`src/rtl/bm_pkg.sv`:
```
package bm_pkg;
  typedef enum logic [1:0] {
    IDX_CMD  = 2'd0,
    IDX_MODE = 2'd1,
    IDX_STAT = 2'd2,
    IDX_TIM  = 2'd3
  } bm_idx_e;

  localparam int STAT_ACT = 0;
  localparam int STAT_ERR = 1;
  localparam int STAT_INT = 2;
  localparam int STAT_CAP_LO = 5;
  localparam int STAT_CAP_HI = 6;

  localparam int MODE_INT_BASE = 2;
  localparam int MODE_BLK_BASE = 4;
endpackage

```
`src/rtl/bm_decode.sv`:
```
module bm_decode #(
  parameter int NCH    = 2,
  parameter int DATA_W = 32,
  parameter int ADDR_W = 4,
  parameter int SIZE_W = 3,
  localparam int CH_W  = (NCH > 1) ? $clog2(NCH) : 1
) (
  input  logic [ADDR_W-1:0] addr,
  input  logic [SIZE_W-1:0] size,
  input  logic              wr,
  input  logic              rd,
  output logic              byte_acc,
  output logic              byte_wr,
  output logic              byte_rd,
  output logic [CH_W-1:0]   ch_idx,
  output bm_pkg::bm_idx_e   reg_idx,
  output logic              in_tbl,
  output logic [1:0]        lane,
  output logic [DATA_W-1:0] rd_fill
);
  localparam int NBYTES = DATA_W / 8;

  always_comb begin
    byte_acc = (size == SIZE_W'(1));
    byte_wr  = wr && byte_acc;
    byte_rd  = rd && byte_acc;
    ch_idx   = CH_W'(addr[ADDR_W-1:3]);
    in_tbl   = addr[2];
    lane     = addr[1:0];
    reg_idx  = bm_pkg::bm_idx_e'(addr[1:0]);
  end

  always_comb begin
    for (int b = 0; b < NBYTES; b++) begin
      rd_fill[b*8 +: 8] = (int'(size) > b) ? 8'hFF : 8'h00;
    end
  end
endmodule

```
`src/rtl/bm_mode.sv`:
```
module bm_mode #(
  parameter int NCH = 2
) (
  input  logic           clk,
  input  logic           rst_n,
  input  logic           bus_we,
  input  logic [7:0]     bus_wdata,
  input  logic [NCH-1:0] dev_irq,
  input  logic           cfg_wr,
  input  logic [7:0]     cfg_w1c,
  output logic [7:0]     mode_q,
  output logic           irq
);
  import bm_pkg::*;

  logic [7:0]     mode_d;
  logic [NCH-1:0] dev_q;
  logic           mode_en;

  always_comb begin
    mode_d = mode_q;
    for (int c = 0; c < NCH; c++) begin
      if (bus_we) begin
        mode_d[MODE_BLK_BASE + c] = bus_wdata[MODE_BLK_BASE + c];
      end
      if (dev_irq[c] && !dev_q[c]) begin
        mode_d[MODE_INT_BASE + c] = 1'b1;
      end else if (!dev_irq[c] && dev_q[c]) begin
        mode_d[MODE_INT_BASE + c] = 1'b0;
      end else if (cfg_wr && cfg_w1c[MODE_INT_BASE + c]) begin
        mode_d[MODE_INT_BASE + c] = 1'b0;
      end
    end
    mode_en = (mode_d != mode_q);
  end

  always_ff @(posedge clk or negedge rst_n) begin
    if (!rst_n) begin
      mode_q <= '0;
      dev_q  <= '0;
    end else begin
      dev_q <= dev_irq;
      if (mode_en) begin
        mode_q <= mode_d;
      end
    end
  end

  always_comb begin
    irq = 1'b0;
    for (int c = 0; c < NCH; c++) begin
      irq = irq | (mode_q[MODE_INT_BASE + c] & ~mode_q[MODE_BLK_BASE + c]);
    end
  end
endmodule

```
`src/rtl/bm_chan.sv`:
```
module bm_chan (
  input  logic            clk,
  input  logic            rst_n,
  input  logic            wr_en,
  input  bm_pkg::bm_idx_e reg_idx,
  input  logic            in_tbl,
  input  logic [1:0]      lane,
  input  logic [7:0]      wdata,
  input  logic [7:0]      mode_i,
  input  logic            cfg_tim_wr,
  input  logic [7:0]      cfg_tim_data,
  input  logic            eng_active,
  input  logic            eng_err_set,
  input  logic            eng_irq_set,
  output logic [7:0]      cmd_q,
  output logic [7:0]      stat_q,
  output logic [7:0]      tim_q,
  output logic [31:0]     tbl_q,
  output logic [7:0]      rd_byte
);
  import bm_pkg::*;

  logic        reg_wr, cmd_en, stat_wr, tim_en, tbl_en;
  logic [7:0]  stat_d, tim_d, tbl_byte;
  logic [1:0]  w1c;
  logic [31:0] tbl_d;

  always_comb begin
    reg_wr  = wr_en && !in_tbl;
    cmd_en  = reg_wr && (reg_idx == IDX_CMD);
    stat_wr = reg_wr && (reg_idx == IDX_STAT);
    tim_en  = cfg_tim_wr || (reg_wr && (reg_idx == IDX_TIM));
    tbl_en  = wr_en && in_tbl;
  end

  always_comb begin
    w1c    = stat_wr ? wdata[STAT_INT:STAT_ERR] : 2'b00;
    stat_d = '0;
    stat_d[STAT_ACT] = eng_active;
    stat_d[STAT_ERR] = (stat_q[STAT_ERR] & ~w1c[0]) | eng_err_set;
    stat_d[STAT_INT] = (stat_q[STAT_INT] & ~w1c[1]) | eng_irq_set;
    stat_d[STAT_CAP_HI:STAT_CAP_LO] = stat_wr ? wdata[STAT_CAP_HI:STAT_CAP_LO]
                                              : stat_q[STAT_CAP_HI:STAT_CAP_LO];
  end

  always_comb begin
    tim_d = cfg_tim_wr ? cfg_tim_data : wdata;
  end

  always_comb begin
    tbl_d    = tbl_q;
    tbl_byte = (lane == 2'd0) ? {wdata[7:2], 2'b00} : wdata;
    tbl_d[lane*8 +: 8] = tbl_byte;
  end

  always_ff @(posedge clk or negedge rst_n) begin
    if (!rst_n) begin
      cmd_q  <= '0;
      stat_q <= '0;
      tim_q  <= '0;
      tbl_q  <= '0;
    end else begin
      stat_q <= stat_d;
      if (cmd_en) cmd_q <= wdata;
      if (tim_en) tim_q <= tim_d;
      if (tbl_en) tbl_q <= tbl_d;
    end
  end

  always_comb begin
    if (in_tbl) begin
      rd_byte = tbl_q[lane*8 +: 8];
    end else begin
      unique case (reg_idx)
        IDX_CMD:  rd_byte = cmd_q;
        IDX_MODE: rd_byte = mode_i;
        IDX_STAT: rd_byte = stat_q;
        default:  rd_byte = tim_q;
      endcase
    end
  end
endmodule

```
`src/rtl/bm_dma_window.sv`:
```
module bm_dma_window #(
  parameter int NCH    = 2,
  parameter int DATA_W = 32,
  parameter int SIZE_W = 3,
  localparam int ADDR_W = 3 + ((NCH > 1) ? $clog2(NCH) : 1),
  localparam int CH_W   = (NCH > 1) ? $clog2(NCH) : 1
) (
  input  logic                clk,
  input  logic                rst_n,
  input  logic [ADDR_W-1:0]   bus_addr,
  input  logic [SIZE_W-1:0]   bus_size,
  input  logic                bus_wr,
  input  logic                bus_rd,
  input  logic [DATA_W-1:0]   bus_wdata,
  output logic [DATA_W-1:0]   bus_rdata,
  input  logic [NCH-1:0]      dev_irq,
  input  logic                cfg_mode_wr,
  input  logic [7:0]          cfg_mode_w1c,
  input  logic [NCH-1:0]      cfg_tim_wr,
  input  logic [7:0]          cfg_tim_data,
  input  logic [NCH-1:0]      eng_active,
  input  logic [NCH-1:0]      eng_err_set,
  input  logic [NCH-1:0]      eng_irq_set,
  output logic [NCH*8-1:0]    cmd_o,
  output logic [NCH*8-1:0]    stat_o,
  output logic [7:0]          mode_o,
  output logic [NCH*8-1:0]    tim_o,
  output logic [NCH*32-1:0]   tbl_o,
  output logic                irq_o
);
  import bm_pkg::*;

  logic              byte_acc, byte_wr, byte_rd, in_tbl;
  logic [CH_W-1:0]   ch_idx;
  bm_idx_e           reg_idx;
  logic [1:0]        lane;
  logic [DATA_W-1:0] rd_fill;
  logic              mode_we;
  logic [7:0]        chan_rd [NCH];

  bm_decode #(
    .NCH(NCH), .DATA_W(DATA_W), .ADDR_W(ADDR_W), .SIZE_W(SIZE_W)
  ) u_dec (
    .addr(bus_addr), .size(bus_size), .wr(bus_wr), .rd(bus_rd),
    .byte_acc(byte_acc), .byte_wr(byte_wr), .byte_rd(byte_rd),
    .ch_idx(ch_idx), .reg_idx(reg_idx), .in_tbl(in_tbl), .lane(lane),
    .rd_fill(rd_fill)
  );

  assign mode_we = byte_wr && !in_tbl && (reg_idx == IDX_MODE);

  bm_mode #(.NCH(NCH)) u_mode (
    .clk(clk), .rst_n(rst_n),
    .bus_we(mode_we), .bus_wdata(bus_wdata[7:0]),
    .dev_irq(dev_irq), .cfg_wr(cfg_mode_wr), .cfg_w1c(cfg_mode_w1c),
    .mode_q(mode_o), .irq(irq_o)
  );

  for (genvar c = 0; c < NCH; c++) begin : g_ch
    logic ch_wr;
    assign ch_wr = byte_wr && (ch_idx == CH_W'(c));
    bm_chan u_chan (
      .clk(clk), .rst_n(rst_n),
      .wr_en(ch_wr), .reg_idx(reg_idx), .in_tbl(in_tbl), .lane(lane),
      .wdata(bus_wdata[7:0]), .mode_i(mode_o),
      .cfg_tim_wr(cfg_tim_wr[c]), .cfg_tim_data(cfg_tim_data),
      .eng_active(eng_active[c]), .eng_err_set(eng_err_set[c]),
      .eng_irq_set(eng_irq_set[c]),
      .cmd_q(cmd_o[c*8 +: 8]), .stat_q(stat_o[c*8 +: 8]),
      .tim_q(tim_o[c*8 +: 8]), .tbl_q(tbl_o[c*32 +: 32]),
      .rd_byte(chan_rd[c])
    );
  end

  always_comb begin
    if (byte_rd) begin
      bus_rdata = {{(DATA_W-8){1'b0}}, chan_rd[ch_idx]};
    end else if (bus_rd) begin
      bus_rdata = rd_fill;
    end else begin
      bus_rdata = '0;
    end
  end
endmodule

```
`config.mk`:
```
export PLATFORM = sky130hd
export DESIGN_NAME = bm_dma_window
export DESIGN_NICKNAME = d
export VERILOG_FILES = /design/src/rtl/bm_pkg.sv /design/src/rtl/bm_decode.sv /design/src/rtl/bm_mode.sv /design/src/rtl/bm_chan.sv /design/src/rtl/bm_dma_window.sv
export SDC_FILE = /design/constraint.sdc
export NUM_CORES = 1
export LEC_CHECK = 0
export BUFFER_PORTS_ARGS = -buffer_cell sky130_fd_sc_hd__buf_4
export CAP_MARGIN = 30
export CORE_MARGIN = 1
export CORE_UTILIZATION = 50
export CTS_BUF_LIST = sky130_fd_sc_hd__clkbuf_2 sky130_fd_sc_hd__clkbuf_4 sky130_fd_sc_hd__clkbuf_8
export DETAILED_ROUTE_END_ITERATION = 8
export MAX_ROUTING_LAYER = met4
export PLACE_DENSITY_LB_ADDON = 0.12
export SKIP_LAST_GASP = 1
export SYNTH_ARGS = -nofsm -noshare
export SYNTH_HDL_FRONTEND = slang
export SYNTH_SLANG_ARGS = --single-unit
```
`constraint.sdc`:
```
create_clock -name clk -period 3.4 [get_ports clk]
set_input_delay 0.68 -clock clk [delete_from_list [all_inputs] [get_ports clk]]
set_output_delay 0.68 -clock clk [all_outputs]
set_load 0.03 [all_outputs]
```
## Yosys cells after proc, flatten, opt, wreduce, memory -nomap -nowiden

Index checks and enable logic that the tools add are counted.

| operators by class | value |
|---|---|
| eq/ne operators | 5 |
| order comparisons | 5 |
| mux-type cells | 28 |
| bitwise gates (word level) | 19 |
| $add $sub $neg | 1 |
| reduce and logical (&&, ||, !) cells | 30 |
| shift operators | 4 |

Operator list:

| operator | count |
|---|---|
| 8-bit 2-to-1 mux | 11 |
| 32-bit bitwise mux | 2 |
| 32-bit 2-to-1 mux | 2 |
| 32-bit by 6-bit indexed part select with 8-bit output | 2 |
| 8-bit one-hot mux with 3 select lines | 2 |
| 5-bit negator with 34-bit output | 1 |
| 8-bit by 34-bit variable shift with 32-bit output (first input constant) | 1 |
| 8-bit by 34-bit indexed part select with 32-bit output | 1 |
| 1-bit logical AND | 22 |
| 1-bit 2-to-1 mux | 8 |
| 1-bit NOT | 7 |
| 1-bit AND | 6 |
| 3-bit by 1-bit greater-than comparator with 1-bit output (second input constant) | 2 |
| 3-bit by 2-bit greater-than comparator with 1-bit output (second input constant) | 2 |
| 2-bit 2-to-1 mux | 3 |
| 1-bit zero test | 5 |
| 1-bit OR | 5 |
| 2-bit == test (second input constant) | 2 |
| 4-bit inequality test | 1 |
| 3-bit by 1-bit == test with 1-bit output (second input constant) | 1 |
| 2-bit by 1-bit == test with 1-bit output (second input constant) | 1 |
| 2-bit greater-or-equal comparator (second input constant) | 1 |
| 2-bit zero test | 1 |
| 1-bit logical OR | 2 |
| 1-bit NOT with 2-bit output | 1 |

| word-level totals | value |
|---|---|
| output and inout port bits | 153 |
| bits in registers | 112 |

## Depth between registers and ports, before layout

Gate-level depths: netlist of run 1.

| depth | value |
|---|---|
| depth in word-level cells | 9 |
| depth in mapped cells | 10 |
| mapped depth without buffers | 6 |

## By module

Synthesis of run 1 repeated with hierarchy kept, for this count alone.

| second synthesis, totals | value |
|---|---|
| cells, all modules | 593 |
| area, all modules | 6542.5 um^2 |

By module, submodules not included:

| module | cells an instance | area an instance (um^2) | instances | seq. area each (um^2) |
|---|---|---|---|---|
| bm_chan at g_ch[0].u_chan | 240 | 2795.2 | 1 | 1326.3 |
| bm_chan at g_ch[1].u_chan | 241 | 2745.1 | 1 | 1326.3 |
| bm_dma_window | 49 | 420.4 | 1 | 0.0 |
| bm_decode | 41 | 312.8 | 1 | 0.0 |
| bm_mode | 22 | 269.0 | 1 | 150.1 |

## Worst setup path before layout of run 1

Ideal clock, no wire load.

| path | value |
|---|---|
| kind | in2out |
| start point | input port bus_addr[1] |
| end point | output port bus_rdata[5] |
| arrival | 2.697 ns |
| data required time | 2.720 ns |
| path slack | 0.023 ns |
| stages | 10 |
| path buffers | 4 |
| cells stage by stage | clkbuf_1 > buf_2 > inv_1 > ha_1 > buf_2 > buf_2 > a222oi_1 > a211oi_1 > o21ai_0 > a32oi_1 |

| between the ends | value |
|---|---|
| cells in the longest elaborated chain, start to end | 7 |
| elaborated cells between the ends (all ways) | 13 |
| classes of those cells | eq/ne (2); shift (2); mux (8); reduce/logical (1) |

RTL lines:

| what | line | source |
|---|---|---|
| start: declaration | bm_dma_window.sv:10 | `input logic [ADDR_W-1:0] bus_addr,` |
| parallel branches: the longest is 3 deep, another holds 32-bit by 6-bit indexed part select with 8-bit output | - |  |
| 8-bit 2-to-1 mux (implied by the code) * (3 in series) | bm_dma_window.sv:77 | `bus_rdata = {{(DATA_W-8){1'b0}}, chan_rd[ch_idx]};` |
| 32-bit 2-to-1 mux * | bm_dma_window.sv:76 | `if (byte_rd) begin` |
| end: declaration | bm_dma_window.sv:15 | `output logic [DATA_W-1:0] bus_rdata,` |

Mark *: on every way between the ends. The select of a mux whose other input is x is not followed.

## Worst setup path in the final report of run 1

| path | value |
|---|---|
| start point | input port bus_addr[0] |
| end point | output port bus_rdata[5] |

The elaborated chain is that of the path after synthesis.

==> results of run 1 <==
## critical path, stage by stage
cell	delay [ns]
buf_4	0.16
inv_1	0.17
ha_1	0.30
buf_12	0.17
a222oi_1	0.10
a211oi_1	0.31
o21ai_0	0.12
a32oi_1	0.33
buf_4	0.22
## kinds of logic (layout without fill, tap and decap cells)
group | after synthesis | after routing
AOI/OAI and AO/OA | 139 | 139
adders and majority gates | 7 | 7
buffers and inverters | 78 | 219
DFF | 112 | 112
muxes | 56 | 56
other | 1 | 10
and+or+nand+nor | 159 | 159
## report_power, final
group / switching [mW] / internal (mW) / total (mW)
Combinational: 0.432 / 0.244 / 0.676
Clock: 0.467 / 0.275 / 0.742
Sequential: 0.0648 / 1.40 / 1.46
Total: 0.964 / 1.91 / 2.88
## path summary, 6_finish.rpt
kind                       slack [ns]                              endpoint  cells past startpoint
setup / recovery                 0.16                          bus_rdata[5]                      9
hold / removal                   0.33  g_ch[1].u_chan.tbl_q[23]$_DFFE_PN0P_                      1
setup reg to reg                 2.35          u_mode.mode_q[2]$_DFFE_PN0P_                      3
hold reg to reg                  0.52  g_ch[1].u_chan.tbl_q[19]$_DFFE_PN0P_                      2
max in group asynchronous        2.29   g_ch[0].u_chan.tbl_q[8]$_DFFE_PN0P_                      2
min in group clk                 0.40    g_ch[1].u_chan.stat_q[0]$_DFF_PN0_                      1
## cells in the final DEF (no fill, tap or decap), types with 10 or more instances in the layout
cell type	count
buf_4	192
o21ai_0	72
inv_1	10
mux4_2	11
o21ai_1	13
dfrtp_1	112
mux2i_1	20
nand2_1	118
conb_1	10
mux2_2	22
## layout make-up
type / count / area (um2) / share of cell area, %
Clock inverter: 6 / 50.05 / 0.6938
Timing Repair Buffer: 194 / 1481 / 20.54
Tap cell: 140 / 175.2 / 2.428
Clock buffer: 9 / 123.9 / 1.717
Sequential cell: 112 / 2803 / 38.86
Inverter: 10 / 37.54 / 0.5204
Multi-Input combinational cell: 371 / 2542 / 35.25
## what timing repair did
action / in CTS / in global routing
resized for setup: 0 / 1
endpoints found under the setup margin: 0 / 2
hold endpoints to repair: 0 / 0
buffers inserted: 0 / 0
## cells in the mapped netlist, drive strengths merged (2+ instances only)
cell / instances / area (um2)
a211oi: 3 / 22.52
a21o: 4 / 30.03
a21oi: 8 / 40.04
a221o: 6 / 60.06
a221oi: 9 / 78.83
a222oi: 4 / 40.04
a31o: 2 / 17.52
a31oi: 2 / 12.51
a41oi: 2 / 32.53
and2: 5 / 31.28
and4: 3 / 31.28
buf: 56 / 369.1
clkbuf: 12 / 45.04
dfrtp: 112 / 2803
ha: 5 / 62.56
inv: 10 / 37.54
maj3: 2 / 20.02
mux2: 22 / 247.7
mux2i: 20 / 200.2
mux4: 14 / 326.6
nand2: 118 / 442.9
nand3: 6 / 30.03
nand4: 10 / 123.9
nor2: 6 / 22.52
nor2b: 3 / 18.77
nor3: 2 / 15.01
nor3b: 2 / 25.02
o21a: 6 / 45.04
o21ai: 85 / 425.4
o31ai: 3 / 22.52
## state kept, by name, indices dropped and copies added, names as in the netlist
signal	cells
g_ch.u_chan.stat_q	10
g_ch.u_chan.tbl_q	64
g_ch.u_chan.tim_q	16
g_ch.u_chan.cmd_q	16
u_mode.dev_q	2
u_mode.mode_q	4
## metrics by stage
stage / instances / util [%] / setup slack, ns / hold WS (ns) / power, mW
detailed placement: 827 / 63.79 / 0.1214 / 0.4971 / 2.160
finish: 842 / 65.39 / 0.1555 / 0.3289 / 2.878
CTS: 842 / 65.37 / 0.1134 / 0.3357 / 2.885
global route: 842 / 65.39 / 0.02454 / 0.3611 / 2.991
floorplan: 561 / - / 0.02254 / 0.3844 / 1.891
global placement: 827 / 63.79 / 0.1293 / 0.4912 / 2.147
## routing by layer
| layer | routed length [um] | track usage, % | up-vias | share of wire [%] |
|---|---|---|---|---|
| li1 | - | - | 2214 | - |
| met1 | 7056 | 41.43 | 2485 | 41 |
| met2 | 8478 | 47.75 | 274 | 49 |
| met3 | 1349 | 4.920 | 28 | 7.8 |
| met4 | 359 | 9.714 | 0 | 2.1 |
| met5 | 0 | - | - | 0 |
==> flow_metrics.tcl, run 1 <==
set metrics [dict create \
    wl_per_cell_um 20.48 \
    initial_core_util_pct 52.22 \
    crit_required_ns 2.72 \
    cts_root_buf "clkbuf_8" \
    synth.area.mux_share_pct 13.44 \
    cts_made_buffers 9 \
    synth_seq_area_share_pct 48.65 \
    cts.sinks 112 \
    die-area_um2 11950 \
    synth_adder_area_share_pct 1.434 \
    setup_violations 0 \
    synth_compound_area_share_pct 15.03 \
    core_area_um2 11030 \
    num_antenna_cells 0 \
    arrival_ns 2.56 \
    routed_wl_mm 17.24 \
    hpwlAfterDp_mm 12.69 \
    synth_enable_flop_cells 0 \
    power.density_nw_per_um2 399.0 \
    cp-start-kind "input pin" \
    worstHoldPathType "in -> async" \
    num_rows 38 \
    synth_top_family_by_area "compound AO/OA/AOI/OAI gates" \
    vias_per_cell 5.939 \
    ys_types 49 \
    slew-limit-headroom_pct 51.75 \
    cts_tree "done" \
    grt_setup_unrepaired "false" \
    synthXorXnorAreaFrac_pct 0 \
    worstSetupPathType "in -> out" \
    synth_ff_type "dfrtp_1" \
    io-pin-count 223 \
    fin_nets 773 \
    critPathCaptureType "primary output" \
    drc 0 \
    vdd_drop_max_mv 0.2421 \
    dr.first_iter.drc_count 448 \
    ant_nets 0 \
    fin_skew_ns 0.0001756 \
    yosysWarnings 0 \
    drive_gt1_share_pct 37.04 \
    place_area_um2 7037 \
    synthArstFlopShare_pct 100.0 \
    htree_levels 3 \
    clock_latency_ns 0.37 \
    antenna_found_initial 0 \
    slew_viol_final 0 \
    syn_area_per_cell_um2 10.44 \
    gr-total-overflow 0 \
    fp.dieW_um 109.3 \
    setup-tns-final_ns 0 \
    p_leak_nw 3.529 \
    status "finished clean" \
    drv_cap 0 \
    die_h_um 109.3 \
    dr.pass1.iters 6 \
    numPortBuffers 182 \
    gp_congestion 0.9111 \
    worst_pin_slew_ns 0.7237 \
    fin_crit_ns 3.245 \
    hold_viol_final 0 \
    ctsHoldBuffers 0 \
    crit_start "bus_addr[0]" \
    grt_pass1_wl_mm 26.10 \
    yosys.area_share.simple_pct 13.53 \
    design_area_um2 7213 \
    max_clock_freq_ghz 0.3082 \
    vias 5001 \
    timing.final.crit_share_pct 95.43 \
    grt_max_degree 61 \
    yosys_register_bits 112 \
    grt_usage_pct 30.65 \
    grt_pass1_vias 4740 \
    clk_pin_slew_worst_paths_ns 0.10 \
    final.fill_count 881 \
    area_growth_pct 25.22 \
    reg2reg_from "u_mode.mode_q[2]$_DFFE_PN0P_" \
    clk_path_buf_depth 2 \
    worstPathMaxFanout 12 \
    synth_cells 552 \
    synth_area_um2 5761 \
]
Note: power is estimated with default switching activity, not from simulation.
==> run 2, diff against run 1 <==
- RECOVER_POWER: unset -> 50
==> flow_metrics.tcl, run 2 (synthesis gave the netlist of run 1 again) <==
set metrics [dict create \
    grt_usage_pct 30.65 \
    clk_path_buf_depth 2 \
    cp-start-kind "input pin" \
    grt_pass1_vias 4740 \
    ant_nets 0 \
    gp_congestion 0.9111 \
    fin_skew_ns 0.00009412 \
    combinationalPowerShare_pct 22.5 \
    rrSetupSlack_ns 2.35 \
    worstHoldEndpoint "g_ch[1].u_chan.stat_q[0]$_DFF_PN0_" \
    violations "max-capacitance violations, max-slew violations" \
    area_growth_pct 20.68 \
    worstPathMaxFanout 12 \
    design_area_um2 6952 \
    status "complete, but fails checks" \
    dr.first_iter.drc_count 449 \
    hold_path.startpoint "eng_active[1]" \
    fin_crit_ns 3.282 \
    hpwlAfterDp_mm 12.69 \
    cts_made_buffers 9 \
    cts.sinks 112 \
    grt_setup_unrepaired "false" \
    cts_tree "done" \
    num_antenna_cells 0 \
    post_cts_buffers 0 \
    final.fill_count 970 \
    antenna_found_initial 0 \
    die_h_um 109.3 \
    cts_root_buf "clkbuf_8" \
    numPortBuffers 182 \
    place_area_um2 7037 \
    clock_latency_ns 0.37 \
    slew-limit-headroom_pct -1.633 \
    clkPwrFrac_pct 26.1 \
    drc 0 \
    power.density_nw_per_um2 408.4 \
    io-pin-count 223 \
    worst_pin_slew_ns 1.524 \
    p_leak_nw 3.257 \
    arrival_ns 2.60 \
    slew_viol_final 61 \
    worstReg2RegEnd "u_mode.mode_q[2]$_DFFE_PN0P_" \
    hold_viol_final 0 \
    gr-total-overflow 0 \
    core_area_um2 11030 \
    routed_wl_mm 17.30 \
    fp.dieW_um 109.3 \
    worstSetupPathType "in -> out" \
    grt_max_degree 61 \
    r2r_cells 3 \
    reg2reg_from "u_mode.mode_q[2]$_DFFE_PN0P_" \
    dr.pass1.iters 5 \
    largest_reg_flops 64 \
    internal_power_mw 1.877 \
    min_path_cells 1 \
    p_seq_share_pct 51.4 \
    num_rows 38 \
    whs_ns 0.4268 \
    power_switching_mw 0.9621 \
    worstHoldPathType "in -> reg" \
    final_cell_mix "122 x buf_4, 118 x nand2_1, 112 x dfrtp_1" \
    vdd_drop_max_mv 0.2401 \
    layout_commonest_cell "buf_4" \
    vias 5027 \
    drv_cap 1 \
    regMostFlops "g_ch.u_chan.tbl_q" \
    grt_pass1_wl_mm 26.10 \
    largestRegisters "g_ch.u_chan.tbl_q: 64 flops, g_ch.u_chan.cmd_q: 16 flops, g_ch.u_chan.tim_q: 16 flops" \
    timing.final.crit_share_pct 96.53 \
    crit_required_ns 2.72 \
    ctsHoldBuffers 0 \
    setup-tns-final_ns 0 \
    critPathCaptureType "primary output" \
    htree_levels 3 \
    fin_nets 773 \
    max_clock_freq_ghz 0.3047 \
    initial_core_util_pct 52.22 \
    vias_per_cell 5.970 \
    wl_per_cell_um 20.55 \
    drive_gt1_share_pct 27.78 \
    clk_pin_slew_worst_paths_ns 0.10 \
    die-area_um2 11950 \
    setup_violations 0 \
    switching_share_pct 33.89 \
]
## run 2: what timing repair did
action / CTS / global route
resized for setup: 0 / 1
endpoints found under the hold margin: 0 / 0
setup endpoints to repair: 0 / 2
## run 2: cell type report
class	count	area, um2	area share [%]
Sequential cell	112	2803	40.32
Multi-Input combinational cell	371	2542	36.57
Tap cell	140	175.2	2.520
Inverter	10	37.54	0.5400
Clock inverter	6	50.05	0.7199
Clock buffer	9	123.9	1.782
Timing Repair Buffer	194	1220	17.55
## run 2: critical path, stage by stage
cell and delay [ns]:
buf_4 0.16, inv_1 0.17, ha_1 0.30, buf_12 0.17, a222oi_1 0.10, a211oi_1 0.31
o21ai_0 0.12, a32oi_1 0.36, buf_4 0.23
## run 2: stage by stage
stage / worst slack (ns) / util, % / std cells / power [mW]
floorplan: 0.02254 / - / 561 / 1.891
global placement: 0.1293 / 63.79 / 827 / 2.147
detailed placement: 0.1214 / 63.79 / 827 / 2.160
CTS: 0.1134 / 65.37 / 842 / 2.885
global route: 0.02454 / 63.02 / 842 / 2.953
finish: 0.1181 / 63.02 / 842 / 2.839
## run 2: power by group through the flow
stage                     registers, mW  clock network [mW]  logic, mW
after floorplan                    1.59                   0      0.297
after global placement             1.48                   0      0.662
after detailed placement           1.49                   0      0.675
after CTS                          1.46               0.750      0.676
after global routing               1.47               0.801      0.684
final                              1.46               0.740      0.640
## run 2: how the worst max path moves through the flow
stage	from	end	slack, ns	cells past startpoint
finish	bus_addr[0]	bus_rdata[5]	0.12	9
global route	bus_addr[0]	bus_rdata[5]	0.02	9
CTS	bus_addr[0]	bus_rdata[5]	0.11	8
detailed placement	bus_addr[0]	bus_rdata[5]	0.12	8
global placement	bus_addr[0]	bus_rdata[5]	0.13	8
floorplan	bus_addr[1]	bus_rdata[5]	0.02	10
## run 2: per-layer routing
metal | vias up | part of all wire, % | GRT usage, %
li1 | 2228 | - | -
met1 | 2499 | 42 | 41.43
met2 | 275 | 48 | 47.75
met3 | 25 | 7.7 | 4.920
met4 | 0 | 2.0 | 9.714
met5 | - | 0 | -
==> run 3, diff against run 2 <==
- CORE_UTILIZATION: 50 -> 49
- CTS_BUF_LIST: sky130_fd_sc_hd__clkbuf_2 sky130_fd_sc_hd__clkbuf_4 sky130_fd_sc_hd__clkbuf_8 -> unset
==> flow_metrics.tcl, run 3 (synthesis gave the netlist of run 1 again) <==
set metrics [dict create \
    worstHoldPathType "in -> reg" \
    min_path_cells 1 \
    fp.dieW_um 110.4 \
    dr.first_iter.drc_count 440 \
    ant_nets 0 \
    final.fill_count 1006 \
    status "finished clean" \
    die-area_um2 12190 \
    grt_pass1_vias 4714 \
    r2r_cells 3 \
    final_cell_mix "121 x buf_4, 118 x nand2_1, 112 x dfrtp_1" \
    regArea_um2 2803 \
    max_clock_freq_ghz 0.3071 \
    hold_viol_final 0 \
    layout_setup_ws_ns 0.1434 \
    largest_reg_flops 64 \
    hpwlAfterDp_mm 12.48 \
    gp_congestion 0.8311 \
    regMostFlops "g_ch.u_chan.tbl_q" \
    fin_crit_ns 3.257 \
    arrival_ns 2.58 \
    ctsResizeCount 0 \
    vias_per_cell 5.866 \
    worstSetupPathType "in -> out" \
    crit_required_ns 2.72 \
    drv_cap 0 \
    post_cts_buffers 0 \
    drc 0 \
    drive_gt1_share_pct 27.35 \
    fin_skew_ns 0.0004268 \
    slew_viol_final 0 \
    final_util_pct 61.91 \
    setup-tns-final_ns 0 \
    cts_made_buffers 9 \
    routed_wl_mm 17.08 \
    critPathCaptureType "primary output" \
    fin_nets 772 \
    vdd_drop_max_mv 0.2597 \
    timing.final.crit_share_pct 95.78 \
    cts.sinks 112 \
    clk_path_buf_depth 2 \
    grt_usage_pct 29.30 \
    worstPathMaxFanout 12 \
    cp-start-kind "input pin" \
    grt_max_degree 58 \
    grt_setup_unrepaired "false" \
    num_rows 39 \
    wl_per_cell_um 20.21 \
    cts_tree "done" \
    gr-total-overflow 0 \
    dr.pass1.iters 6 \
    antenna_found_initial 0 \
    ctsHoldBuffers 0 \
    die_h_um 110.4 \
    core_area_um2 11420 \
    slew-limit-headroom_pct 5.225 \
    numPortBuffers 182 \
    grt_pass1_wl_mm 26.79 \
    area_growth_pct 22.72 \
    clk_pin_slew_worst_paths_ns 0.07 \
    vias 4957 \
    cts_root_buf "clkbuf_16" \
    clock_latency_ns 0.35 \
    htree_levels 3 \
    largestRegisters "g_ch.u_chan.tbl_q: 64 flops, g_ch.u_chan.cmd_q: 16 flops, g_ch.u_chan.tim_q: 16 flops" \
    io-pin-count 223 \
    layout_commonest_cell "buf_4" \
    num_antenna_cells 0 \
    initial_core_util_pct 50.45 \
    setup_violations 0 \
    place_ws_ns 0.2062 \
    multi_input_area_um2 2540 \
    worst_pin_slew_ns 1.422 \
    power_mw 3.173 \
    p_leak_nw 3.308 \
    power.density_nw_per_um2 448.8 \
]
run 3: changes by cell type in the layout (fill, tap and decap cells not counted):
cell and delta:
clkbuf_16 +9, clkbuf_8 -8, clkbuf_1 +2, inv_6 -2, buf_4 -1, bufinv_16 +1
ha_1 +1, ha_2 -1, inv_8 -1
run 3: layer usage:
| metal | part of all wire (%) | track usage [%] |
|---|---|---|
| met1 | 43 | 40.23 |
| met2 | 47 | 43.93 |
| met3 | 7.3 | 5.379 |
| met4 | 2.7 | 10.13 |
| met5 | 0 | - |
run 3: metrics by stage:
| stage | hold WS (ns) | area, um2 | instances |
|---|---|---|---|
| floorplan | 0.3844 | 5794 | 561 |
| global placement | 0.4938 | 7033 | 829 |
| detailed placement | 0.4963 | 7033 | 829 |
| CTS | 0.4198 | 7331 | 845 |
| global route | 0.4456 | 7069 | 845 |
| finish | 0.4511 | 7069 | 845 |
run 3: path summary, 6_finish.rpt:
kind	start	to	slack, ns
max in group asynchronous	rst_n	g_ch[0].u_chan.tbl_q[30]$_DFFE_PN0P_	0.71
max	bus_addr[0]	bus_rdata[1]	0.14
max reg2reg	u_mode.mode_q[2]$_DFFE_PN0P_	u_mode.mode_q[2]$_DFFE_PN0P_	2.35
min in group asynchronous	rst_n	g_ch[1].u_chan.tim_q[7]$_DFFE_PN0P_	0.66
min reg2reg	g_ch[0].u_chan.tbl_q[20]$_DFFE_PN0P_	g_ch[0].u_chan.tbl_q[20]$_DFFE_PN0P_	0.51
min	eng_active[1]	g_ch[1].u_chan.stat_q[0]$_DFF_PN0_	0.45
run 3: worst max-delay path, stage by stage:
cell and delay (ns):
buf_4 0.15, inv_1 0.11, ha_1 0.47, a221o_1 0.27, o21ai_0 0.12, o21a_1 0.20
o31ai_1 0.33, buf_4 0.24
run 3: power by group:
part / internal [mW] / switching, mW
sequential: 1.40 / 0.0643
combinational: 0.207 / 0.430
clock: 0.594 / 0.481
total: 2.20 / 0.975
run 3: cell type report:
type                    count  share of cell area [%]
clock buffers              12                   3.487
clock inverters             4                  0.7257
inverters                  10                  0.5310
multi-input cells         371                   35.93
flip-flops and latches    112                   39.65
well taps                 143                   2.531
repair buffers            193                   17.15
